File: config.mk
export PLATFORM = sky130hd
export DESIGN_NAME = cart_bank_xlate
export DESIGN_NICKNAME = d
export VERILOG_FILES = /design/src/rtl/cart_map_pkg.sv /design/src/rtl/prg_xlate.sv /design/src/rtl/chr_xlate.sv /design/src/rtl/mirror_sel.sv /design/src/rtl/cart_bank_xlate.sv
export SDC_FILE = /design/constraint.sdc
export NUM_CORES = 1
export LEC_CHECK = 0
export ABC_CLOCK_PERIOD_IN_PS = 950
export BUFFER_PORTS_ARGS = -buffer_cell sky130_fd_sc_hd__buf_2
export CAP_MARGIN = 10
export CORE_MARGIN = 5
export CORE_UTILIZATION = 26
export DETAILED_ROUTE_END_ITERATION = 8
export GPL_ROUTABILITY_DRIVEN = 0
export PLACE_DENSITY = 0.87
export SYNTH_ARGS = -nofsm -noshare
export SYNTH_HDL_FRONTEND = slang
export SYNTH_SLANG_ARGS = --single-unit
export TNS_END_PERCENT = 1
File: constraint.sdc
create_clock -name vclk -period 0.95
set_input_delay 0.0475 -clock vclk [all_inputs]
set_output_delay 0.0475 -clock vclk [all_outputs]
set_load 0.03 [all_outputs]
File: src/rtl/cart_map_pkg.sv
package cart_map_pkg;

   localparam int CTRL_W = 5;

   typedef enum logic [1:0] {
      MIR_ONE_LO = 2'b00,
      MIR_ONE_HI = 2'b01,
      MIR_VERT   = 2'b10,
      MIR_HORZ   = 2'b11
   } mirror_e;

   // Field order follows the control word, bit 4 down to bit 0.
   typedef struct packed {
      logic    chr_split;
      logic    prg_half;
      logic    slot_lo_swap;
      mirror_e mir;
   } ctrl_t;

endpackage

File: src/rtl/prg_xlate.sv
module prg_xlate #(
   parameter int BANK_W = 4,
   parameter int OFS_W  = 14
) (
   input  logic              prg_half_i,
   input  logic              slot_lo_swap_i,
   input  logic [BANK_W-1:0] bank_reg_i,
   input  logic [OFS_W:0]    cpu_addr_i,
   output logic [BANK_W+OFS_W-1:0] addr_o
);
   localparam logic [BANK_W-1:0] LAST_BANK = {BANK_W{1'b1}};
   localparam logic [BANK_W-1:0] FIRST_BANK = '0;

   logic              upper_half;
   logic [BANK_W-1:0] bank_pair;
   logic [BANK_W-1:0] bank_sel;

   assign upper_half = cpu_addr_i[OFS_W];
   assign bank_pair  = {bank_reg_i[BANK_W-1:1], upper_half};

   always_comb begin
      if (!prg_half_i)
         bank_sel = bank_pair;
      else if (slot_lo_swap_i)
         bank_sel = upper_half ? LAST_BANK : bank_reg_i;
      else
         bank_sel = upper_half ? bank_reg_i : FIRST_BANK;
   end

   assign addr_o = {bank_sel, cpu_addr_i[OFS_W-1:0]};
endmodule

File: src/rtl/chr_xlate.sv
module chr_xlate #(
   parameter int BANK_W = 5,
   parameter int OFS_W  = 12
) (
   input  logic              split_i,
   input  logic [BANK_W-1:0] reg_lo_i,
   input  logic [BANK_W-1:0] reg_hi_i,
   input  logic [OFS_W:0]    ppu_addr_i,
   output logic [BANK_W+OFS_W-1:0] addr_o
);
   localparam int WINDOWS = 2;

   logic [BANK_W-1:0] win_bank [WINDOWS];
   logic              hi_window;

   assign hi_window = ppu_addr_i[OFS_W];

   // One candidate bank per 4 KiB window.
   for (genvar w = 0; w < WINDOWS; w++) begin : g_win
      logic [BANK_W-1:0] split_bank;
      logic [BANK_W-1:0] whole_bank;
      assign split_bank  = (w == 0) ? reg_lo_i : reg_hi_i;
      assign whole_bank  = {reg_lo_i[BANK_W-1:1], 1'(w)};
      assign win_bank[w] = split_i ? split_bank : whole_bank;
   end

   assign addr_o = {win_bank[hi_window], ppu_addr_i[OFS_W-1:0]};
endmodule

File: src/rtl/mirror_sel.sv
module mirror_sel
   import cart_map_pkg::*;
(
   input  mirror_e mode_i,
   input  logic    ppu_a10_i,
   input  logic    ppu_a11_i,
   output logic    a10_o
);
   always_comb begin
      unique case (mode_i)
         MIR_ONE_LO: a10_o = 1'b0;
         MIR_ONE_HI: a10_o = 1'b1;
         MIR_VERT:   a10_o = ppu_a10_i;
         MIR_HORZ:   a10_o = ppu_a11_i;
         default:    a10_o = 1'b0;
      endcase
   end
endmodule

File: src/rtl/cart_bank_xlate.sv
module cart_bank_xlate
   import cart_map_pkg::*;
#(
   parameter int PRG_BANK_W = 4,
   parameter int PRG_OFS_W  = 14,
   parameter int CHR_BANK_W = 5,
   parameter int CHR_OFS_W  = 12
) (
   input  logic [CTRL_W-1:0]               ctrl_i,
   input  logic [CHR_BANK_W-1:0]           chr_lo_i,
   input  logic [CHR_BANK_W-1:0]           chr_hi_i,
   input  logic [PRG_BANK_W-1:0]           prg_bank_i,
   input  logic [PRG_OFS_W:0]              cpu_addr_i,
   input  logic [CHR_OFS_W:0]              ppu_addr_i,
   output logic [PRG_BANK_W+PRG_OFS_W-1:0] prg_addr_o,
   output logic [CHR_BANK_W+CHR_OFS_W-1:0] chr_addr_o,
   output logic                            ciram_a10_o
);
   localparam int PRG_AW = PRG_BANK_W + PRG_OFS_W;
   localparam int CHR_AW = CHR_BANK_W + CHR_OFS_W;

   if (PRG_BANK_W < 2) begin : g_bad_prg
      $error("PRG_BANK_W must be at least 2");
   end
   if (CHR_BANK_W < 2) begin : g_bad_chr
      $error("CHR_BANK_W must be at least 2");
   end
   if (CHR_OFS_W < 11) begin : g_bad_chr_ofs
      $error("CHR_OFS_W must cover PPU A10 and A11");
   end

   ctrl_t ctrl;
   assign ctrl = ctrl_t'(ctrl_i);

   prg_xlate #(.BANK_W(PRG_BANK_W), .OFS_W(PRG_OFS_W)) u_prg (
      .prg_half_i     (ctrl.prg_half),
      .slot_lo_swap_i (ctrl.slot_lo_swap),
      .bank_reg_i     (prg_bank_i),
      .cpu_addr_i     (cpu_addr_i),
      .addr_o         (prg_addr_o)
   );

   chr_xlate #(.BANK_W(CHR_BANK_W), .OFS_W(CHR_OFS_W)) u_chr (
      .split_i    (ctrl.chr_split),
      .reg_lo_i   (chr_lo_i),
      .reg_hi_i   (chr_hi_i),
      .ppu_addr_i (ppu_addr_i),
      .addr_o     (chr_addr_o)
   );

   mirror_sel u_mir (
      .mode_i    (ctrl.mir),
      .ppu_a10_i (ppu_addr_i[10]),
      .ppu_a11_i (ppu_addr_i[11]),
      .a10_o     (ciram_a10_o)
   );

   // Checks relating the port values to the submodule results.
   always_comb begin
      if (ctrl_i[3] == 1'b0)
         p_prg32_pair_r1: assert (prg_addr_o[PRG_OFS_W] == cpu_addr_i[PRG_OFS_W]
                                  && prg_addr_o[PRG_AW-1:PRG_OFS_W+1] == prg_bank_i[PRG_BANK_W-1:1])
            else $error("32 KiB bank pairing broken");
      if (ctrl_i[3:2] == 2'b10 && cpu_addr_i[PRG_OFS_W] == 1'b0)
         p_prg_first_r2: assert (prg_addr_o[PRG_AW-1:PRG_OFS_W] == '0)
            else $error("lower slot not pinned to first bank");
      if (ctrl_i[3:2] == 2'b11 && cpu_addr_i[PRG_OFS_W] == 1'b1)
         p_prg_last_r3: assert (&prg_addr_o[PRG_AW-1:PRG_OFS_W])
            else $error("upper slot not pinned to last bank");
      if (cpu_addr_i[PRG_OFS_W-1:0] == cpu_addr_i[PRG_OFS_W-1:0])
         p_prg_offset_r4: assert (prg_addr_o[PRG_OFS_W-1:0] == cpu_addr_i[PRG_OFS_W-1:0])
            else $error("program offset altered");
      if (ctrl_i[4] == 1'b0)
         p_chr_whole_r5: assert (chr_addr_o[CHR_OFS_W] == ppu_addr_i[CHR_OFS_W])
            else $error("8 KiB pattern pairing broken");
      if (ctrl_i[4] == 1'b1 && ppu_addr_i[CHR_OFS_W] == 1'b1)
         p_chr_hi_r6: assert (chr_addr_o[CHR_AW-1:CHR_OFS_W] == chr_hi_i)
            else $error("upper 4 KiB window not from register 1");
      if (ctrl_i[1] == 1'b0)
         p_mirror_single_r8: assert (ciram_a10_o == ctrl_i[0])
            else $error("single-screen select wrong");
   end
endmodule

==> Flow_metrics.wiki, run 1 <==
{| class="wikitable"
! Metric !! Value
|-
| Initial core utilization || 28.1%
|-
| Top Ports || 83
|-
| Area growth syn-to-layout || -0.338%
|-
| Initial antenna violation count || 0
|-
| Main area contributors after synthesis || buf_4, mux2_4, a21oi_1, o22ai_1, inv_1
|-
| Total wirelength of the detailed-routed design || 921 µm
|-
| Number of antenna-violating nets in the routed design || 0
|-
| Final hold violation count || 0
|-
| Setup repair after global routing missed its margin || false
|-
| Slew margin rel. || 89.7%
|-
| First-pass GRT wire length || 1.32 mm
|-
| Yosys cell types || 10
|-
| Critical path launch point type || input pin
|-
| Cell family contributing the most delay on the critical path || multiplexers
|-
| Sequential cells || 0
|-
| Share of the synthesized area in the top cell type || 52.7%
|-
| Maximum cell stage delay along the critical path || 0.31 ns
|-
| Drt first-iter violations || 1
|-
| Final net count || 109
|-
| Number of warnings reported in the yosys synthesis log || 0
|-
| Antenna Cells || 0
|-
| Post-CTS Setup Repair Bufs || 0
|-
| Remaining Overflow, GRT || 0
|-
| Post-synthesis instance total || 51
|-
| Worst hold slack across all endpoints || 0.0950 ns
|-
| Crit Path Category || in -> out
|-
| Leakage || 0.000231 µW
|-
| Fraction of layout cells with a size suffix above 1 || 70.0%
|-
| Share of the yosys chip area belonging to registers || 0%
|-
| Number of input and output port buffers inserted || 35
|-
| Maximum number of pins on one net before global-route repair || 7
|-
| Number of remaining DRC errors || 0
|-
| Vias || 342
|-
| WL/cell || 12.3 µm
|-
| Critical path peak fanout || 5
|-
| # Max-Cap Violations || 0
|-
| Transition time of the tightest slew-check pin || 0.153 ns
|-
| Number of buffer and inverter stages on the critical path || 2
|-
| Worst Hold Endpoint || chr_addr_o[1]
|-
| Tightest Hold Check Type || in -> out
|-
| Die Y || 47.7 µm
|-
| Overall die width || 47.7 µm
|-
| Length of the first detailed-routing pass in iterations || 2
|-
| Library cell contributing the largest single delay on the critical path || mux2_4
|-
| Crit path time final || 0.826 ns
|-
| Number of global-route vias before repair || 341
|-
| Synthesized netlist net count || 98
|-
| Reg area || 0 µm²
|-
| Global-route usage over all layers || 7.47%
|-
| Crit. End Element || primary output
|-
| Floorplan Core Area || 1320 µm²
|-
| Ordered list of cells on the worst path || buf_2 > nand2_2 > mux2_4 > buf_2
|-
| Cell type with the highest occurrence count on the critical path || buf_2
|-
| Required time worst endpoint || 0.90 ns
|-
| Number of fill cells in the layout || 154
|-
| Total number of placement rows || 13
|-
| Ratio of total power to cell area || 656 nW/µm²
|-
| Critical path arrival || 0.78 ns
|-
| Startpoint of the tightest hold check path || ppu_addr_i[1]
|-
| Post-cts sizing count || 0
|-
| Area enclosed by the die boundary || 2280 µm²
|-
| Clock buffer cells || 0
|-
| Avg Synthesized Cell Area || 7.26 µm²
|-
| Total setup violations reported at the end of the flow || 0
|-
| Max-slew violation count || 0
|-
| Commonest non-fill, non-tap cell in the layout || buf_2
|-
| Post-route clock period utilization || 87.0%
|-
| Worst Hold Depth || 0
|-
| Post-synth design cell area || 370 µm²
|-
| Status || complete, no violations
|-
| Placed standard-cell area || 369 µm²
|-
| Cts hold-fix bufs || 0
|-
| Cell taking the most area after synthesis || buf_4
|-
| Max Clk Rate || 1210 MHz
|-
| Finished Cell Area || 369 µm²
|-
| Vias per std cell || 4.56
|-
| Final setup TNS || 0 ns
|-
| Most used cells in the layout excluding fill and tap cells || buf_2, a21oi_1, inv_1
|-
| Max VDD drop || 0.199 mV
|-
| Placed wire-length estimate || 863 µm
|}
[synth_stat cells]
| library cell | instances |
|---|---|
| mux2_4 | 4 |
| o22ai_1 | 4 |
| nand2_2 | 1 |
| buf_4 | 26 |
| a21oi_1 | 6 |
| inv_1 | 6 |
| nor2b_2 | 1 |
| nor2b_1 | 1 |
| a31oi_1 | 1 |
| o21ba_2 | 1 |
[kinds of logic after synthesis]
family | share of synthesized area (%)
simple gates | 5.75
buf+inv | 58.8
compound gates | 19.3
mux | 16.2
[report_power, final]
part	total [µW]	internal [µW]	switching, µW
Sequential	0	0	0
Clock	0	0	0
Combinational	242	100	142
[how the worst max path moves through the flow]
stage	endpoint	slack, ns	cells after the start	startpoint
after CTS	chr_addr_o[13]	0.12	4	ppu_addr_i[12]
after floorplan	prg_addr_o[15]	0.21	2	ctrl_i[3]
final	chr_addr_o[13]	0.12	4	ppu_addr_i[12]
after detailed placement	chr_addr_o[13]	0.12	4	ppu_addr_i[12]
after global routing	chr_addr_o[13]	0.09	4	ctrl_i[4]
after global placement	chr_addr_o[15]	0.13	4	ppu_addr_i[12]
[routing by layer]
metal / track usage (%) / up-vias / routed length, µm
met5: 0 / - / 0
li1: - / 160 / -
met3: 2.26 / 6 / 177
met4: 2.15 / 0 / 24
met2: 15.0 / 31 / 453
met1: 7.03 / 145 / 265
[area by class of cell]
type	instances	area [µm²]	area share [%]
well taps	15	18.8	5.08
multi-input cells	19	153	41.4
repair buffers	35	175	47.5
inverters	6	22.5	6.10
[through the flow]
step           cells  util [%]  power [µW]  setup slack [ns]
2_1_floorplan     51         -         342             0.208
6_report          75      28.0         242             0.124
4_1_cts           75      28.0         246             0.116
3_3_place_gp      75      28.0         240             0.134
5_1_grt           75      28.0         261            0.0889
3_5_place_dp      75      28.0         245             0.116
No activity file was read; power rests on OpenSTA's default activity.
==> inputs of run 2 (changes only) <==
CELL_PAD_IN_SITES_DETAIL_PLACEMENT = 1   (was unset)
CELL_PAD_IN_SITES_GLOBAL_PLACEMENT = 2   (was unset)
CORE_UTILIZATION = 10   (was 26)
PLACE_DENSITY = 0.93   (was 0.87)
==> Flow_metrics.wiki, run 2 (synthesis results as in run 1) <==
{| class="wikitable"
! Metric !! Value
|-
| Status || complete, no violations (unchanged)
|-
| Drt first-iter violations || 0 (was 1)
|-
| Global-route usage over all layers || 3.57% (was 7.47%)
|-
| Setup repair after global routing missed its margin || false (unchanged)
|-
| Number of antenna-violating nets in the routed design || 0 (unchanged)
|-
| Ratio of total power to cell area || 595 nW/µm² (was 656 nW/µm²)
|-
| Final hold violation count || 0 (unchanged)
|-
| Vias per std cell || 3.16 (was 4.56)
|-
| Max-slew violation count || 0 (unchanged)
|-
| Area growth syn-to-layout || 10.8% (was -0.338%)
|-
| Area enclosed by the die boundary || 5020 µm² (was 2280 µm²)
|-
| Commonest non-fill, non-tap cell in the layout || buf_2 (unchanged)
|-
| Max Clk Rate || 1190 MHz (was 1210 MHz)
|-
| Fraction of layout cells with a size suffix above 1 || 70.0% (unchanged)
|-
| Crit. End Element || primary output (unchanged)
|-
| Floorplan Core Area || 3630 µm² (was 1320 µm²)
|-
| WL/cell || 9.27 µm (was 12.3 µm)
|-
| Max VDD drop || 0.0950 mV (was 0.199 mV)
|-
| Post-route clock period utilization || 88.3% (was 87.0%)
|-
| Reg area || 0 µm² (unchanged)
|-
| Total wirelength of the detailed-routed design || 1.00 mm (was 921 µm)
|-
| Number of input and output port buffers inserted || 35 (unchanged)
|-
| Number of global-route vias before repair || 366 (was 341)
|-
| Post-cts sizing count || 0 (unchanged)
|-
| Length of the first detailed-routing pass in iterations || 1 (was 2)
|-
| Total number of placement rows || 22 (was 13)
|-
| Final net count || 109 (unchanged)
|-
| First-pass GRT wire length || 1.61 mm (was 1.32 mm)
|-
| Leakage || 0.000231 µW (unchanged)
|-
| Critical path arrival || 0.79 ns (was 0.78 ns)
|-
| Remaining Overflow, GRT || 0 (unchanged)
|-
| Transition time of the tightest slew-check pin || 0.159 ns (was 0.153 ns)
|-
| Critical path launch point type || input pin (unchanged)
|-
| Total setup violations reported at the end of the flow || 0 (unchanged)
|-
| Number of remaining DRC errors || 0 (unchanged)
|-
| Initial core utilization || 10.2% (was 28.1%)
|-
| Overall die width || 70.9 µm (was 47.7 µm)
|-
| Antenna Cells || 0 (unchanged)
|-
| Die Y || 70.9 µm (was 47.7 µm)
|-
| Maximum number of pins on one net before global-route repair || 7 (unchanged)
|-
| Power dissipated by switching net loads || 144 µW (was 142 µW)
|-
| Slew margin rel. || 89.3% (was 89.7%)
|-
| # Max-Cap Violations || 0 (unchanged)
|-
| Share of power burned in the clock network || 0% (about the same)
|-
| Top Ports || 83 (unchanged)
|-
| Critical path peak fanout || 5 (unchanged)
|-
| Cts hold-fix bufs || 0 (unchanged)
|-
| Initial antenna violation count || 0 (unchanged)
|-
| Sequential share of power || 0% (about the same)
|-
| Pint || 100 µW (about the same)
|-
| Vias || 341 (was 342)
|-
| Clock buffer cells || 0 (unchanged)
|-
| Crit Path Category || in -> out (unchanged)
|-
| Required time worst endpoint || 0.90 ns (about the same)
|-
| Post-CTS Setup Repair Bufs || 0 (unchanged)
|-
| Tightest Hold Check Type || in -> out (unchanged)
|-
| Most used cells in the layout excluding fill and tap cells || buf_2, a21oi_1, inv_1 (unchanged)
|-
| Crit path time final || 0.839 ns (was 0.826 ns)
|-
| Placed wire-length estimate || 913 µm (was 863 µm)
|-
| Overall power consumption || 244 µW (was 242 µW)
|-
| Final setup TNS || 0 ns (unchanged)
|-
| Sw Ratio || 58.9% (was 58.5%)
|-
| Logic pwr share || 100.0% (about the same)
|-
| Sequential cells || 0 (unchanged)
|}
## run 2: cell counts in the layout (fill, tap and decap cells not counted)
No cell type changed its count.
## run 2: path summary, 6_finish.rpt
check / from / end / slack, ns / depth (start not counted)
min: ppu_addr_i[1] / chr_addr_o[1] / 0.1 / 0
max: ppu_addr_i[12] / chr_addr_o[13] / 0.11 / 4
## run 2: power by group through the flow
stage,sequential [µW],combinational [µW],clock [µW]
after CTS,0,247,0
final,0,244,0
after floorplan,0,342,0
after global placement,0,243,0
after detailed placement,0,247,0
after global routing,0,263,0
## run 2: layer usage
metal | part of all wire (%) | track usage (%) | wire length, µm | up-vias
met5 | 0 | 0 | 0 | -
met4 | 0.90 | 1.25 | 9 | 0
li1 | - | - | - | 162
met1 | 29 | 3.03 | 295 | 143
met2 | 46 | 6.80 | 462 | 32
met3 | 23 | 2.13 | 233 | 4
## run 2: through the flow
stage | hold WS [ns] | setup slack (ns) | cell area [µm²] | utilization [%] | cells
6_report | 0.0950 | 0.111 | 410 | 11.3 | 108
5_1_grt | 0.0950 | 0.0845 | 410 | 11.3 | 108
4_1_cts | 0.0952 | 0.107 | 410 | 11.3 | 108
3_5_place_dp | 0.0952 | 0.109 | 410 | 11.3 | 108
3_3_place_gp | 0.0952 | 0.114 | 410 | 11.3 | 108
2_1_floorplan | 0.227 | 0.208 | 370 | - | 51
## run 2: layout make-up
| cell class | count | area [µm²] |
|---|---|---|
| fill | 458 | 3220 |
| timing repair buffer | 35 | 175 |
| multi-input combinational | 19 | 153 |
| tap | 48 | 60.1 |
| inverter | 6 | 22.5 |
## run 2: worst max-delay path, stage by stage
cell	delay, ns
buf_2	0.11
nand2_2	0.14
mux2_4	0.31
buf_2	0.18
==> inputs of run 3 (changes only) <==
GPL_TIMING_DRIVEN = 0   (was unset)
PLACE_DENSITY = 0.9   (was 0.93)
SYNTH_HIERARCHICAL = 1   (was unset)
==> Flow_metrics.wiki, run 3 <==
{| class="wikitable"
! Metric !! Value
|-
| Status || complete, no violations (unchanged)
|-
| Remaining Overflow, GRT || 0 (unchanged)
|-
| Most used cells in the layout excluding fill and tap cells || buf_2, buf_4, a21oi_1, inv_1, mux2_4 (was buf_2, a21oi_1, inv_1)
|-
| Total wirelength of the detailed-routed design || 1.46 mm (was 1.00 mm)
|-
| Share of synthesized cell area in and, or, nand and nor gates || 6.89% (was 5.74%)
|-
| Cts hold-fix bufs || 0 (unchanged)
|-
| Global-route usage over all layers || 4.50% (was 3.57%)
|-
| Critical path arrival || 0.79 ns (about the same)
|-
| Vias per std cell || 3.36 (was 3.16)
|-
| Dominant combinational cell family by area after synthesis || buffers and inverters (unchanged)
|-
| Drt first-iter violations || 0 (unchanged)
|-
| Area enclosed by the die boundary || 5150 µm² (was 5020 µm²)
|-
| Tightest Hold Check Type || in -> out (unchanged)
|-
| Length of the first detailed-routing pass in iterations || 1 (unchanged)
|-
| Transition time of the tightest slew-check pin || 0.169 ns (was 0.159 ns)
|-
| Placed wire-length estimate || 1.40 mm (was 913 µm)
|-
| Fraction of layout cells with a size suffix above 1 || 84.5% (was 70.0%)
|-
| Post-CTS Setup Repair Bufs || 0 (unchanged)
|-
| Yosys cell types || 11 (was 10)
|-
| Final hold violation count || 0 (unchanged)
|-
| Number of input and output port buffers inserted || 59 (was 35)
|-
| Floorplan Core Area || 3690 µm² (was 3630 µm²)
|-
| Crit Path Category || in -> out (unchanged)
|-
| Post-route clock period utilization || 88.5% (was 88.3%)
|-
| Initial antenna violation count || 0 (unchanged)
|-
| Multiplexer area fraction after synthesis || 15.7% (was 16.2%)
|-
| Post-route worst setup slack || 0.109 ns (was 0.111 ns)
|-
| Max Clk Rate || 1190 MHz (about the same)
|-
| Synthesized netlist net count || 98 (unchanged)
|-
| Overall die width || 71.8 µm (was 70.9 µm)
|-
| Xor/xnor share of the synthesized area || 0% (unchanged)
|-
| Final net count || 159 (was 109)
|-
| First-pass GRT wire length || 2.06 mm (was 1.61 mm)
|-
| Max VDD drop || 0.163 mV (was 0.0950 mV)
|-
| Required time worst endpoint || 0.90 ns (about the same)
|-
| Avg Synthesized Cell Area || 7.48 µm² (was 7.26 µm²)
|-
| Post-synthesis instance total || 51 (unchanged)
|-
| Sequential cells || 0 (unchanged)
|-
| Worst hold slack across all endpoints || 0.346 ns (was 0.0950 ns)
|-
| Clock buffer cells || 0 (unchanged)
|-
| Setup repair after global routing missed its margin || false (unchanged)
|-
| Total number of placement rows || 22 (unchanged)
|-
| Initial core utilization || 10.3% (was 10.2%)
|-
| Critical path launch point type || input pin (unchanged)
|-
| Area share of fa/ha/maj cells after synthesis || 0% (unchanged)
|-
| Main area contributors after synthesis || buf_4, mux2_4, a21oi_1, inv_1, o22ai_1 (was buf_4, mux2_4, a21oi_1, o22ai_1, inv_1)
|-
| Library cell with the highest instance count after synthesis || buf_4 (unchanged)
|-
| Ratio of total power to cell area || 664 nW/µm² (was 595 nW/µm²)
|-
| Post-synth design cell area || 382 µm² (was 370 µm²)
|-
| Cell taking the most area after synthesis || buf_4 (unchanged)
|-
| Top Ports || 83 (unchanged)
|-
| Crit path time final || 0.841 ns (was 0.839 ns)
|-
| Number of warnings reported in the yosys synthesis log || 6 (was 0)
|-
| Crit. End Element || primary output (unchanged)
|-
| Number of antenna-violating nets in the routed design || 0 (unchanged)
|-
| Area growth syn-to-layout || 93.1% (was 10.8%)
|-
| Share of the synthesized area in the top cell type || 51.1% (was 52.7%)
|-
| Max-slew violation count || 0 (unchanged)
|-
| Post-cts sizing count || 0 (unchanged)
|-
| WL/cell || 9.23 µm (was 9.27 µm)
|-
| Fraction of the mapped netlist area in compound gates || 20.3% (was 19.3%)
|-
| Worst Hold Depth || 2 (was 0)
|-
| Leakage || 0.000458 µW (was 0.000231 µW)
|-
| Final setup TNS || 0 ns (unchanged)
|-
| Number of global-route vias before repair || 486 (was 366)
|-
| Critical path peak fanout || 5 (unchanged)
|-
| Total setup violations reported at the end of the flow || 0 (unchanged)
|-
| Share of the yosys chip area belonging to registers || 0% (unchanged)
|-
| Number of remaining DRC errors || 0 (unchanged)
|-
| Maximum number of pins on one net before global-route repair || 7 (unchanged)
|-
| Leading cell types by count after synthesis || buf_4, a21oi_1, inv_1 (unchanged)
|-
| # Max-Cap Violations || 0 (unchanged)
|-
| Commonest non-fill, non-tap cell in the layout || buf_2 (unchanged)
|-
| Slew margin rel. || 88.7% (was 89.3%)
|-
| Startpoint of the tightest hold check path || ppu_addr_i[7] (was ppu_addr_i[1])
|-
| Reg area || 0 µm² (unchanged)
|-
| Antenna Cells || 0 (unchanged)
|-
| Pre-CTS setup slack || 0.107 ns (was 0.109 ns)
|-
| Vias || 531 (was 341)
|-
| Die Y || 71.8 µm (was 70.9 µm)
|-
| Worst Hold Endpoint || chr_addr_o[7] (was chr_addr_o[1])
|}
==> run 3: cell types whose count changed in the layout (fill, tap and decap cells not counted), sizes merged <==
| cell | before | now |
|---|---|---|
| buf | 35 | 85 |
==> run 3: where the power goes <==
| part | internal [µW] | switching (µW) |
|---|---|---|
| Combinational | 205 | 284 |
| Clock | 0 | 0 |
| Sequential | 0 | 0 |
| Total | 205 | 284 |
==> run 3: cells by family after synthesis <==
group                  count (synthesis)
and+or+nand+nor                        3
muxes                                  4
AOI/OAI and AO/OA                     12
buffers and inverters                 32
==> run 3: layer usage <==
layer	wire length, µm	part of all wire [%]	track usage, %
met2	634	43	8.37
met1	544	37	5.60
met5	0	0	0
met3	279	19	0.982
met4	0	0	0
==> run 3: critical path: stages <==
cell and delay [ns]:
buf_2 0.11, nand2_2 0.15, mux2_4 0.31, buf_2 0.18
==> run 3: worst max path at each step <==
stage | slack, ns | to | start | cells after the start
floorplan | 0.24 | prg_addr_o[15] | ctrl_i[3] | 2
global placement | 0.11 | chr_addr_o[16] | ppu_addr_i[12] | 4
detailed placement | 0.11 | chr_addr_o[15] | ppu_addr_i[12] | 4
CTS | 0.11 | chr_addr_o[15] | ppu_addr_i[12] | 4
global route | 0.07 | chr_addr_o[16] | ppu_addr_i[12] | 4
finish | 0.11 | chr_addr_o[15] | ppu_addr_i[12] | 4
==> run 3: cell type report <==
cell class,instances,area (µm²)
Fill cell,477,2950
Timing Repair Buffer,59,295
Buffer,26,195
Multi-Input combinational cell,19,164
Tap cell,48,60.1
Inverter,6,22.5
==> run 3: per-stage QoR <==
step                total power (µW)  util, %  instances  cell area [µm²]
finish                           490     20.0        158              737
global route                     520     20.0        158              737
CTS                              495     20.0        158              737
detailed placement               495     20.0        158              737
global placement                 489     20.0        158              737
floorplan                        347        -         51              382
